[src/rtl/led_step_pkg.sv]
package led_step_pkg;

  typedef enum logic [1:0] {
    STEP_NONE  = 2'd0,
    STEP_LEFT  = 2'd1,
    STEP_RIGHT = 2'd2
  } step_cmd_e;

endpackage

[src/rtl/led_step_cmd_decode.sv]
module led_step_cmd_decode
  import led_step_pkg::*;
(
  input  logic      go_left,
  input  logic      go_right,
  output step_cmd_e cmd
);

  always_comb begin
    unique case ({go_left, go_right})
      2'b10:   cmd = STEP_LEFT;
      2'b01:   cmd = STEP_RIGHT;
      default: cmd = STEP_NONE;   // idle or conflicting strobes
    endcase
  end

  always_comb begin
    if (go_left && go_right)
      AST_CONFLICT_DROPPED: assert (cmd == STEP_NONE);
  end

endmodule

[src/rtl/led_step_next.sv]
module led_step_next
  import led_step_pkg::*;
#(
  parameter int NUM_LEDS = 8
) (
  input  logic [NUM_LEDS-1:0] cur,
  input  logic                spread,
  input  step_cmd_e           cmd,
  output logic [NUM_LEDS-1:0] nxt,
  output logic                load
);

  localparam int TOP = NUM_LEDS - 1;

  logic [NUM_LEDS-1:0] rot_up;
  logic [NUM_LEDS-1:0] rot_dn;
  logic [NUM_LEDS-1:0] end_lo;
  logic [NUM_LEDS-1:0] end_hi;

  assign rot_up = {cur[TOP-1:0], cur[TOP]};
  assign rot_dn = {cur[0], cur[TOP:1]};
  assign end_lo = {{(NUM_LEDS-1){1'b0}}, 1'b1};
  assign end_hi = {1'b1, {(NUM_LEDS-1){1'b0}}};

  assign load = (cmd != STEP_NONE);

  always_comb begin
    unique case (cmd)
      STEP_LEFT:  nxt = spread ? end_lo : rot_up;
      STEP_RIGHT: nxt = spread ? end_hi : rot_dn;
      default:    nxt = cur;
    endcase
  end

endmodule

[src/rtl/led_step_reg.sv]
module led_step_reg #(
  parameter int NUM_LEDS = 8
) (
  input  logic                clk,
  input  logic                rst_n,
  input  logic                load,
  input  logic [NUM_LEDS-1:0] nxt,
  output logic [NUM_LEDS-1:0] pattern_q,
  output logic                spread_q
);

  always_ff @(posedge clk or negedge rst_n) begin
    if (!rst_n) begin
      pattern_q <= '1;
      spread_q  <= 1'b1;
    end else if (load) begin
      pattern_q <= nxt;
      spread_q  <= 1'b0;
    end
  end

  AST_SPREAD_ALL_ON: assert property (@(posedge clk) disable iff (!rst_n)
    spread_q |-> (&pattern_q));

  AST_SINGLE_LIT: assert property (@(posedge clk) disable iff (!rst_n)
    !spread_q |-> ($countones(pattern_q) == 1));

endmodule

[src/rtl/led_step_shifter.sv]
module led_step_shifter
  import led_step_pkg::*;
#(
  parameter int NUM_LEDS = 8
) (
  input  logic                clk,
  input  logic                rst_n,
  input  logic                step_left,
  input  logic                step_right,
  output logic [NUM_LEDS-1:0] leds
);

  localparam int TOP = NUM_LEDS - 1;

  step_cmd_e           cmd;
  logic [NUM_LEDS-1:0] nxt;
  logic                load;
  logic                spread_q;

  led_step_cmd_decode u_decode (
    .go_left  (step_left),
    .go_right (step_right),
    .cmd      (cmd)
  );

  led_step_next #(.NUM_LEDS(NUM_LEDS)) u_next (
    .cur    (leds),
    .spread (spread_q),
    .cmd    (cmd),
    .nxt    (nxt),
    .load   (load)
  );

  led_step_reg #(.NUM_LEDS(NUM_LEDS)) u_reg (
    .clk       (clk),
    .rst_n     (rst_n),
    .load      (load),
    .nxt       (nxt),
    .pattern_q (leds),
    .spread_q  (spread_q)
  );

  AST_IDLE_HOLDS: assert property (@(posedge clk) disable iff (!rst_n)
    (!step_left && !step_right) |=> $stable(leds));

  AST_BOTH_HOLDS: assert property (@(posedge clk) disable iff (!rst_n)
    (step_left && step_right) |=> $stable(leds));

  AST_FIRST_LEFT_LOW: assert property (@(posedge clk) disable iff (!rst_n)
    (step_left && !step_right && spread_q) |=> (leds == {{TOP{1'b0}}, 1'b1}));

  AST_FIRST_RIGHT_HIGH: assert property (@(posedge clk) disable iff (!rst_n)
    (step_right && !step_left && spread_q) |=> (leds == {1'b1, {TOP{1'b0}}}));

  AST_LEFT_ROTATES: assert property (@(posedge clk) disable iff (!rst_n)
    (step_left && !step_right && !spread_q) |=>
      (leds == {$past(leds[TOP-1:0]), $past(leds[TOP])}));

  AST_RIGHT_ROTATES: assert property (@(posedge clk) disable iff (!rst_n)
    (step_right && !step_left && !spread_q) |=>
      (leds == {$past(leds[0]), $past(leds[TOP:1])}));

endmodule

[config.mk]
export PLATFORM = sky130hd
export DESIGN_NAME = led_step_shifter
export DESIGN_NICKNAME = d
export VERILOG_FILES = /design/src/rtl/led_step_pkg.sv /design/src/rtl/led_step_cmd_decode.sv /design/src/rtl/led_step_next.sv /design/src/rtl/led_step_reg.sv /design/src/rtl/led_step_shifter.sv
export SDC_FILE = /design/constraint.sdc
export NUM_CORES = 1
export LEC_CHECK = 0
export BUFFER_PORTS_ARGS = -buffer_cell sky130_fd_sc_hd__buf_2
export CELL_PAD_IN_SITES_DETAIL_PLACEMENT = 1
export CELL_PAD_IN_SITES_GLOBAL_PLACEMENT = 2
export CORE_MARGIN = 2
export CORE_UTILIZATION = 24
export CTS_CLUSTER_DIAMETER = 60
export DETAILED_ROUTE_END_ITERATION = 12
export MAX_ROUTING_LAYER = met4
export PLACE_DENSITY_LB_ADDON = 0.1
export RECOVER_POWER = 50
export SYNTH_ARGS = -nofsm -noshare
export SYNTH_HDL_FRONTEND = slang
export SYNTH_HIERARCHICAL = 1
export SYNTH_SLANG_ARGS = --single-unit
export TNS_END_PERCENT = 1
[constraint.sdc]
create_clock -name clk -period 3.8 [get_ports clk]
set_input_delay 0.38 -clock clk [delete_from_list [all_inputs] [get_ports clk]]
set_output_delay 0.38 -clock clk [all_outputs]
set_load 0.005 [all_outputs]
==> impl_metrics.yaml <==
layout:
  syn2layout_area_growth_pct: 12.3
  antennaDiodeCount: 0
  layout-drive-gt1-share: 0.567
  final_nets: 68
global_route:
  grt_usage: 0.0936
  antenna_found_initial: 0
  grt_max_degree: 12
  grt_pass1_wl_mm: 2.13
  grt_busiest_layer: "met2"
  grt_util_met1: 0.109
  grt_util_met2: 0.146
  grt_remaining_overflow: 0
  grt_use_met3: 0.0163
  grt_pass1_vias: 444
critical_path:
  reg2reg_from: "u_reg/spread_q"
  cpPeakStageDelay_ps: 410
  worstSetupStartpoint: "step_left"
  crit_fanout: 11
  worstPathRequired_ps: 3990
  r2r_end: "u_reg/pattern_q[5]"
  rr_worst_depth: 3
  cpMaxStageDelayCell: "ha_1"
  crit_path_cell_trace: "buf_2 > and2b_2 > inv_1 > ha_1 > and3b_1 > a221o_1 > mux2_4"
  ff2ff_setup_slack_ps: 2290
  cp-end-kind: "flip-flop"
  cp.depth: 7
  startpoint_type: "primary input"
  path_class: "in -> reg"
  endpoint: "u_reg/pattern_q[5]"
  worstPathBufferInverterCount: 2
  critPathArrivalTime_ps: 2100
  crit_family: "simple AND/OR/NAND/NOR gates"
yosys:
  synth_edf_count: 0
  synth-xor-area-share: 0
  synth.mux.area_fraction: 0.187
  synth-main-ff-cell: "dfstp_2"
  yosysSeqAreaShare: 0.368
  synthDistinctLibCells: 11
  synth_area_leaders: "dfstp_2 37%, mux2_4 19%, a221o_1 12%"
  synth_most_common_cell: "dfstp_2"
  synth_seq_cells: 9
  synth_common_cells: "9 x dfstp_2, 8 x a221o_1, 8 x and2b_2, 8 x mux2_4, 4 x inv_1"
  netlist.area_leader.share: 0.368
  syn_nets: 56
  synth_warnings: 6
  synthesis.area_sq_um: 642
  yosys.area_share.simple: 0.146
  synth_largest_area_cell: "dfstp_2"
  synth_top_family_by_area: "multiplexers"
  syn_inst: 49
  synthAdderAreaFrac: 0.0585
  synth-compound-area-share: 0.156
  synth_area_per_cell_sq_um: 13.1
  async_flop_share: 1.00
die:
  start_util: 0.257
  core_area_sq_um: 2500
  die_h_microns: 55.7
  die_w_microns: 55.7
  die_area_sq_um: 3100
  io_pins: 12
  std_cell_rows: 18
placed_design:
  place.gp.congestion: 0.619
  io_buffers: 11
  dp_hpwl_microns: 926
sta:
  min_period_ps: 1910
  max_freq_mhz: 523
  finalCritPeriodShare: 0.503
  hold_viol_final: 0
  final_max_slew_viol_count: 0
  worst_pin_slew_ps: 493
  setup_viol: 0
  rsz0062_at_grt: "false"
  tns_ps: 0
  final.setup_skew_ps: 2.42
  slew_headroom: 0.671
clock_network:
  clk_latency_ps: 260
  post_cts_resized: 0
  postCtsHoldBufs: 0
  postCtsSetupBuffers: 0
  cts.sinks: 9
  clockBufferDepth: 2
  root_buffer: "clkbuf_4"
  clk_pin_slew_worst_paths_ps: 70
  cts_tree: "built"
  h-tree-depth: 1
  cts-buffers-inserted: 3
detailed_routing:
  remaining_drc_errors: 0
  wl_mm: 1.31
  avgViaCountPerCell: 4.78
  wl_per_cell_microns: 14.5
  drtIter0Drc: 2
  vias: 430
  first_pass_iters: 4
  ant_nets: 0
min_path:
  min_path_type: "in -> async"
power:
  power.density_nw_per_um2: 271
  ir_drop_v: 0.000110
  power_uw: 195
  p_leak_nw: 0.384
job:
  drv_cap: 0
run_status:
  outcome: "finished, final reports clean"
-- how the worst min path moves through the flow --
stage,end,slack [ps],cells past startpoint
5_1_grt,u_reg/pattern_q[3],440,1
3_3_place_gp,u_reg/pattern_q[3],490,1
6_report,u_reg/pattern_q[3],370,1
3_5_place_dp,u_reg/pattern_q[3],480,1
4_1_cts,u_reg/pattern_q[2],190,1
2_1_floorplan,u_reg/pattern_q[0],230,0
-- area by class of cell --
class,instances,area [sq um]
inverter,4,15.0
timing repair buffer,11,53.8
tap,30,37.5
multi-input combinational,32,352
sequential,9,236
fill,291,1780
clock buffer,4,26.3
-- per-stage QoR --
stage / cells / worst slack, ps / util / cell area, sq um / hold WS, ps
finish: 90 / 1890 / 0.288 / 721 / 374
global route: 90 / 1800 / 0.288 / 721 / 438
CTS: 90 / 1880 / 0.289 / 722 / 188
detailed placement: 86 / 1610 / 0.278 / 696 / 484
global placement: 86 / 1610 / 0.278 / 696 / 488
floorplan: 49 / 1860 / - / 642 / 232
-- report_power, final --
| part | internal, mW | switching (mW) |
|---|---|---|
| clock | 0.0405 | 0.0378 |
| combinational | 0.00787 | 0.0133 |
| sequential | 0.0960 | 0 |
-- metal layers --
layer	vias to the layer above	routed length [microns]
met5	-	0
met4	0	22
met3	2	48
met2	10	620
met1	216	614
li1	202	-
-- layout by cell type (no fill, tap or decap) --
cell type  instances
dfstp_2            5
ha_1               3
inv_1              4
nor2b_1            1
dfstp_1            4
and3b_1            2
mux2_4             8
clkbuf_4           3
o211a_1            2
clkbuf_1           2
buf_2             10
a221o_1            8
and2b_2            8
-- cell families (layout without fill, tap and decap cells) --
logic type,after synthesis,in the layout
and+or+nand+nor,11,11
adders and majority gates,3,3
buffers and inverters,8,19
muxes,8,8
AOI/OAI and AO/OA,10,10
DFF,9,9
-- registers in the layout, summed over array words and instances, names as in the netlist --
name / cells
u_reg/pattern_q: 8
u_reg/spread_q: 1
Note: power is estimated with default switching activity, not from simulation.
